`src/rtl/pgx_pkg.sv`:
```
package pgx_pkg;
  localparam int OUT_W   = 64;
  localparam int CSR_DW  = 32;
  localparam int WIDE_BIT = 0;
  typedef logic [OUT_W-1:0] pg_entry_t;
endpackage

```
`src/rtl/pgx_rst_sync.sv`:
```
module pgx_rst_sync (
  input  logic clk,
  input  logic rst_n,
  output logic rst_q
);
  logic [1:0] sync_q;
  logic [1:0] sync_d;

  always_comb sync_d = {sync_q[0], 1'b1};

  always_ff @(posedge clk or negedge rst_n) begin
    if (!rst_n) sync_q <= 2'b00;
    else        sync_q <= sync_d;
  end

  assign rst_q = sync_q[1];
endmodule

```
`src/rtl/pgx_page_table.sv`:
```
module pgx_page_table
  import pgx_pkg::*;
#(
  parameter int NUM_PAGES = 16,
  localparam int SEL_W  = $clog2(NUM_PAGES),
  localparam int CSR_AW = SEL_W + 1
) (
  input  logic              clk,
  input  logic              rst_n,
  input  logic              csr_wr,
  input  logic              csr_rd,
  input  logic [CSR_AW-1:0] csr_addr,
  input  logic [CSR_DW-1:0] csr_wdata,
  output logic [CSR_DW-1:0] csr_rdata,
  input  logic [SEL_W-1:0]  rd_sel,
  output pg_entry_t         rd_entry
);
  pg_entry_t tbl_q [NUM_PAGES];
  pg_entry_t tbl_d [NUM_PAGES];
  logic [CSR_DW-1:0] rdata_q, rdata_d;
  logic [SEL_W-1:0]  widx;
  logic              whi;

  assign widx = csr_addr[CSR_AW-1:1];
  assign whi  = csr_addr[0];

  always_comb begin
    tbl_d = tbl_q;
    if (whi) tbl_d[widx][OUT_W-1:CSR_DW] = csr_wdata;
    else     tbl_d[widx][CSR_DW-1:0]     = csr_wdata;
  end

  always_ff @(posedge clk or negedge rst_n) begin
    if (!rst_n)      tbl_q <= '{default: '0};
    else if (csr_wr) tbl_q <= tbl_d;
  end

  always_comb begin
    if (whi) rdata_d = tbl_q[widx][OUT_W-1:CSR_DW];
    else     rdata_d = tbl_q[widx][CSR_DW-1:0];
  end

  always_ff @(posedge clk or negedge rst_n) begin
    if (!rst_n)      rdata_q <= '0;
    else if (csr_rd) rdata_q <= rdata_d;
  end

  assign csr_rdata = rdata_q;
  assign rd_entry  = tbl_q[rd_sel];

  // data is held between reads
  p_rd_hold_r5: assert property (@(posedge clk) disable iff (!rst_n)
    !csr_rd |=> $stable(csr_rdata));

  // a word written and then read returns the written value
  p_wr_rd_r5: assert property (@(posedge clk) disable iff (!rst_n)
    ($past(rst_n) && $past(csr_wr) && csr_rd && !csr_wr && csr_addr == $past(csr_addr))
    |=> csr_rdata == $past(csr_wdata, 2));
endmodule

```
`src/rtl/pgx_addr_compose.sv`:
```
module pgx_addr_compose
  import pgx_pkg::*;
#(
  parameter int NUM_PAGES = 16,
  parameter int PAGE_BITS = 16,
  parameter bit BYPASS    = 1'b0,
  localparam int SEL_W  = $clog2(NUM_PAGES),
  localparam int LOC_AW = BYPASS ? OUT_W : PAGE_BITS + SEL_W
) (
  input  logic [LOC_AW-1:0] loc_addr,
  output logic [SEL_W-1:0]  sel,
  input  pg_entry_t         entry,
  output logic [OUT_W-1:0]  out_addr,
  output logic              out_is64
);
  logic unused_bits;

  generate
    if (BYPASS) begin : g_bypass
      assign sel         = '0;
      assign out_addr    = loc_addr;
      assign out_is64    = |loc_addr[OUT_W-1:32];
      assign unused_bits = ^entry;
    end else begin : g_xlate
      assign sel = loc_addr[LOC_AW-1:PAGE_BITS];
      always_comb begin
        if (entry[WIDE_BIT])
          out_addr = {entry[OUT_W-1:PAGE_BITS], loc_addr[PAGE_BITS-1:0]};
        else
          out_addr = {32'b0, entry[31:PAGE_BITS], loc_addr[PAGE_BITS-1:0]};
      end
      assign out_is64    = entry[WIDE_BIT];
      assign unused_bits = ^entry[PAGE_BITS-1:1];
    end
  endgenerate
endmodule

```
`src/rtl/page_xlate.sv`:
```
module page_xlate
  import pgx_pkg::*;
#(
  parameter int NUM_PAGES = 16,
  parameter int PAGE_BITS = 16,
  parameter bit BYPASS    = 1'b0,
  localparam int SEL_W  = $clog2(NUM_PAGES),
  localparam int LOC_AW = BYPASS ? OUT_W : PAGE_BITS + SEL_W,
  localparam int CSR_AW = SEL_W + 1
) (
  input  logic              clk,
  input  logic              rst_n,
  input  logic              loc_read,
  input  logic              loc_write,
  input  logic [LOC_AW-1:0] loc_addr,
  output logic              loc_wait,
  output logic              out_read,
  output logic              out_write,
  output logic [OUT_W-1:0]  out_addr,
  output logic              out_is64,
  input  logic              out_wait,
  input  logic              csr_wr,
  input  logic              csr_rd,
  input  logic [CSR_AW-1:0] csr_addr,
  input  logic [CSR_DW-1:0] csr_wdata,
  output logic [CSR_DW-1:0] csr_rdata
);
  logic       rst_q;
  logic [SEL_W-1:0] sel_w;
  pg_entry_t  entry_w;

  pgx_rst_sync i_rst_sync (.clk(clk), .rst_n(rst_n), .rst_q(rst_q));

  pgx_page_table #(.NUM_PAGES(NUM_PAGES)) i_table (
    .clk(clk), .rst_n(rst_q),
    .csr_wr(csr_wr), .csr_rd(csr_rd), .csr_addr(csr_addr),
    .csr_wdata(csr_wdata), .csr_rdata(csr_rdata),
    .rd_sel(sel_w), .rd_entry(entry_w)
  );

  pgx_addr_compose #(.NUM_PAGES(NUM_PAGES), .PAGE_BITS(PAGE_BITS), .BYPASS(BYPASS)) i_compose (
    .loc_addr(loc_addr), .sel(sel_w), .entry(entry_w),
    .out_addr(out_addr), .out_is64(out_is64)
  );

  assign out_read  = loc_read;
  assign out_write = loc_write;
  assign loc_wait  = out_wait;

  // handshakes pass through unchanged
  p_hs_pass_r9: assert property (@(posedge clk) disable iff (!rst_q)
    (out_read == loc_read) && (out_write == loc_write) && (loc_wait == out_wait));

  generate
    if (!BYPASS) begin : g_chk
      // page offset reaches the outbound side untouched
      p_offset_r2: assert property (@(posedge clk) disable iff (!rst_q)
        (loc_read || loc_write) |-> out_addr[PAGE_BITS-1:0] == loc_addr[PAGE_BITS-1:0]);
      // narrow requests carry zero upper bits
      p_narrow_zero_r4: assert property (@(posedge clk) disable iff (!rst_q)
        !out_is64 |-> out_addr[OUT_W-1:32] == '0);
      // the width flag written last cycle is the one in use now
      p_wr_visible_r7: assert property (@(posedge clk) disable iff (!rst_q)
        ($past(rst_q) && $past(csr_wr) && !$past(csr_addr[0]) &&
         $past(csr_addr[CSR_AW-1:1]) == sel_w && (loc_read || loc_write))
        |-> out_is64 == $past(csr_wdata[WIDE_BIT]));
    end
  endgenerate
endmodule

```
`config.mk`:
```
export PLATFORM = sky130hd
export DESIGN_NAME = page_xlate
export DESIGN_NICKNAME = d
export VERILOG_FILES = /design/src/rtl/pgx_pkg.sv /design/src/rtl/pgx_rst_sync.sv /design/src/rtl/pgx_page_table.sv /design/src/rtl/pgx_addr_compose.sv /design/src/rtl/page_xlate.sv
export SDC_FILE = /design/constraint.sdc
export NUM_CORES = 1
export LEC_CHECK = 0
export ABC_AREA = 1
export BUFFER_PORTS_ARGS = -buffer_cell sky130_fd_sc_hd__buf_2
export CAP_MARGIN = 20
export CORE_MARGIN = 2
export CORE_UTILIZATION = 40
export DETAILED_ROUTE_END_ITERATION = 8
export PLACE_DENSITY = 0.53
export SETUP_SLACK_MARGIN = 0.2
export SYNTH_ARGS = -nofsm -noshare
export SYNTH_HDL_FRONTEND = slang
export SYNTH_SLANG_ARGS = --single-unit
```
`constraint.sdc`:
```
create_clock -name clk -period 49.2 [get_ports clk]
set_clock_uncertainty 0.05 [all_clocks]
set_input_delay 2.46 -clock clk [delete_from_list [all_inputs] [get_ports clk]]
set_output_delay 2.46 -clock clk [all_outputs]
set_load 0.01 [all_outputs]
```
== Word-level counts from Yosys, hierarchy flattened ==
Cells that the tools add are included.

* Output and inout bits: 100
* Input bits: 64
* Register bits: 1058
* Logic and storage cells: 39

* Reduce and logical (&&, ||, !) cells: 1
* Muxes and demuxes: 15
* $lt $le $gt $ge: 3
* Bitwise logic cells: 2

{| class="wikitable"
|+ Operators by type and width
! cell !! count
|-
| 1024-bit bitwise mux || 2
|-
| 1024-bit 2-to-1 mux || 1
|-
| 64-bit binary-select mux with 4-bit select || 2
|-
| 64-bit demux with 4-bit select || 2
|-
| 64-bit 2-to-1 mux || 6
|-
| 32-bit 2-to-1 mux || 2
|-
| 5-bit >= comparator, second input constant || 2
|-
| 4-bit NOT with 5-bit output || 2
|-
| 5-bit by 1-bit less-than comparator with 1-bit output, second input constant || 1
|-
| 1-bit logical AND || 1
|}

== Logic depth before layout (Yosys ltp) ==
* Depth after elaboration: 7
* Gate-level depth with buffers: 15
* Depth with buffers taken out: 11

== Cells and area by module ==
Synthesis repeated with hierarchy kept, for this count alone.

* Cell total of the unflattened synthesis: 8203
* Area total of the unflattened synthesis: 57458.9 µm²

{| class="wikitable"
|+ By module, submodules not included
! module !! cells each !! instances !! seq. area each (µm²) !! area each (µm²)
|-
| pgx_page_table || 8093 || 1 || 26425.3 || 56830.8
|-
| pgx_addr_compose || 104 || 1 || 0.0 || 551.8
|-
| pgx_rst_sync || 3 || 1 || 50.0 || 53.8
|-
| page_xlate || 3 || 1 || 0.0 || 22.5
|}

== Worst setup path before layout ==
No wires, ideal clock.

* Kind: input -> output
* Start: input port loc_addr[18]
* End: output port out_addr[27]
* Arrival: 3540 ps
* Stages on the path: 6
* Data required time: 46690 ps
* Buffers on the path: 3
* Slack: 43150 ps
* Path through: buf_2 -> clkbuf_1 -> clkbuf_1 -> o221ai_1 -> o211ai_1 -> nand2_1

* Cells in the longest elaborated chain, start to end: 5

{| class="wikitable"
|+ Ends and longest elaborated chain
! what !! line !! source
|-
| from (decl) || page_xlate.sv:15 || <nowiki>input logic [LOC_AW-1:0] loc_addr,</nowiki>
|-
| 4-bit NOT with 5-bit output (implied by the code) || pgx_page_table.sv:49 || <nowiki>assign rd_entry = tbl_q[rd_sel];</nowiki>
|-
| 64-bit binary-select mux with 4-bit select || pgx_page_table.sv:49 ||
|-
| 64-bit 2-to-1 mux (implied by the code) (2 in series) || pgx_page_table.sv:49 ||
|-
| 64-bit 2-to-1 mux || pgx_addr_compose.sv:27 || <nowiki>if (entry[WIDE_BIT])</nowiki>
|-
| to (decl) || page_xlate.sv:19 || <nowiki>output logic [OUT_W-1:0] out_addr,</nowiki>
|}

No other way between the ends. The select of a mux whose other input is x is not followed.

== Worst setup path in the final report ==
* Start: input port loc_addr[16]
* End: output port out_addr[50]

Same word-level chain as after synthesis.

==> reports/qor.txt <==
switch share: 31.9%
Worst Hold Endpoint: i_rst_sync.sync_q[1]
vias in the first global route: 49,500
CP endpoint kind: primary output
Worst R2R End: i_table.csr_rdata[21]
first-pass iteration count of the detailed router: 7
largest net degree at the start of global routing: 204
share of the synthesized area in the top cell type: 47.5%
post-CTS setup buffer count: 0
r2r setup slk: 44.92 ns
synthesis warning total: 0
Final period util: 18.1%
static leakage: 30.1 nW
worst hold stages: 0
outcome: completed
WL met2: 101 mm
Psw: 0.797 mW
share of cells above drive strength 1: 6.32%
Reg clk slew, reported paths: 0.06 ns
DP Area: 56,700 um^2
Seq/Total Area, Yosys: 47.5%
htree depth: 3
hold_ws: 0.303 ns
via count: 52,500
DP Wirelength: 120 mm
final hold violation count: 0
final worst slack: 40.29 ns
post-route cell area: 60,700 um^2
critical path data arrival time: 6.40 ns
reg2reg path depth: 4
initial antenna violation count: 3
fin util: 43.7%
GPL Wtd Cong: 0.843
first-pass GRT wire length: 334 mm
largest area contributor in the netlist: dfrtp_1
Setup TNS: 0 ns
maxcap violations: 0
Pwr Total: 2.50 mW
Resized cells post-CTS: 0
clk buf depth: 3
drt wl/cell: 23.7 um
Chip Width: 377 um
initial core utilization: 40.1%
most common cell after layout, fill and taps aside: nand2_1
Gate power share: 18.0%
Worst setup SP type: primary input
row count: 137
area overhead of the layout relative to synthesis: 8.93%
crit path max fanout: 157
die height: 377 um
Setup crit start: loc_addr[16]
core box area: 139,000 um^2
CTS tree: built
DRT Wirelength: 225 mm
Worst Hold Class: reg -> reg
Final Setup Violations: 0
I/O pin total: 164
worst path required time: 46.69 ns
full die area: 142,000 um^2
Max Clk Rate: 112 MHz
placed insts: 9,263
# DRC: 0
Slew Limit Fails: 0
Clock Power Share: 36.3%
r2r startpoint: i_rst_sync.sync_q[1]
post-synth cell types: 27
Syn Nets: 7,909
relative slew slack: 20.4%
internal power: 1.70 mW
Clock Tree Root: clkbuf_16
ranking of synthesized cells by area: dfrtp_1 47%, nand2_1 21%, o21ai_0 12%, nor2_1 4.0%, clkbuf_1 2.7%
CP Class: in -> out
All-Layer GR Usage: 31.4%
# nets final: 7,577
Worst-Skew Late Latency: 0.76 ns
post-route minimum period: 8.91 ns
Yosys reg bits: 1,058
Via density: 5.53
CTS buffer count: 118
pwr/cell area: 41.2 nW/um^2
met3 wire len: 17.1 mm
Syn Std Cell Area: 55,800 um^2
RSZ-0062 raised after global routing: no
pre-CTS setup slack: 40.60 ns
met1 WL: 95.4 mm
commonest cells after routing, fill and taps aside: 3,169 x nand2_1, 1,323 x o21ai_0, 1,057 x dfrtp_1, 588 x nor2_1, 240 x inv_1
PortBufs: 125
grt total ovfl: 0
hold wc startpoint: i_rst_sync.sync_q[0]
fin cells: 9,491
uppermost layer routed: met5
Seq pwr share: 45.7%
Initial DRC Count: 5,446
cell count after synthesis: 7,845
Final ANT Viol Nets: 0
peak supply drop: 31.2 uV
Slew @ Worst Pin: 1.19 ns
average cell area after synthesis: 7.11 um^2
hold_buf cts: 0
clk sinks: 1,058
synth_stat cells:
library cell  count
nand2_1        3193
o21ai_0        1323
dfrtp_1        1058
nor2_1          590
clkbuf_1        400
inv_1           244
nand3_1         201
a21oi_1         183
o211ai_1        158
buf_2           132
o21ai_1         132
buf_4            65
buf_1            44
o221ai_1         29
buf_6            23
o22ai_1          20
inv_2            16
nand2_2          10
nor2_2            9
nand3_2           7
nand2_4           2
clkinv_1          1
conb_1            1
inv_6             1
nor2_4            1
nor2_8            1
o211ai_2          1
registers in the layout, summed over array words and instances, names as in the netlist:
name,flops
i_table.csr_rdata,32
i_table.tbl_q,1024
i_rst_sync.sync_q,2
power groups by stage:
stage / combinational (mW) / sequential (mW) / clock, mW
finish: 0.451 / 1.14 / 0.908
global route: 0.521 / 1.16 / 0.956
CTS: 0.448 / 1.14 / 0.921
detailed placement: 0.447 / 1.15 / 0
global placement: 0.438 / 1.15 / 0
floorplan: 0.319 / 1.14 / 0
kinds of logic after synthesis:
kind of cell	Yosys count	share of synthesized area, %
other	1	0.00672
buffers and inverters	926	7.29
flip-flops	1058	47.5
AND/OR/NAND/NOR	4014	27.7
AO/OA/AOI/OAI	1846	17.5
worst max-delay path by stage:
| stage | end | slack (ns) |
|---|---|---|
| after global placement | out_addr[50] | 40.59 |
| after detailed placement | out_addr[50] | 40.60 |
| after floorplan | i_table.csr_rdata[0] | 17.47 |
| after CTS | out_addr[50] | 40.59 |
| after global routing | out_addr[50] | 40.21 |
| final | out_addr[50] | 40.29 |
routing by layer:
metal,vias up,track usage (%)
met5,-,0
met4,2,14.3
met3,462,4.56
met2,2267,50.3
met1,25300,42.2
li1,24500,-
critical path, cell delays in order:
cell	delay, ns
buf_8	0.24
inv_8	0.85
buf_12	0.46
buf_4	0.75
nor2_1	0.08
nor2_1	0.10
o21ai_0	0.10
o211ai_1	0.13
nand3_1	0.08
nand2_1	0.30
nand2_1	0.09
inv_1	0.09
buf_2	0.13
layout make-up:
| cell class | count | area [um^2] |
|---|---|---|
| diodes | 2 | 5.00 |
| clock inverters | 48 | 515 |
| flip-flops and latches | 1058 | 26500 |
| multi-input cells | 5861 | 25400 |
| fillers | 14400 | 78300 |
| clock buffers | 172 | 3390 |
| well taps | 1876 | 2350 |
| inverters | 262 | 1020 |
| repair buffers | 212 | 1550 |
(Power assumes the default switching activity.)
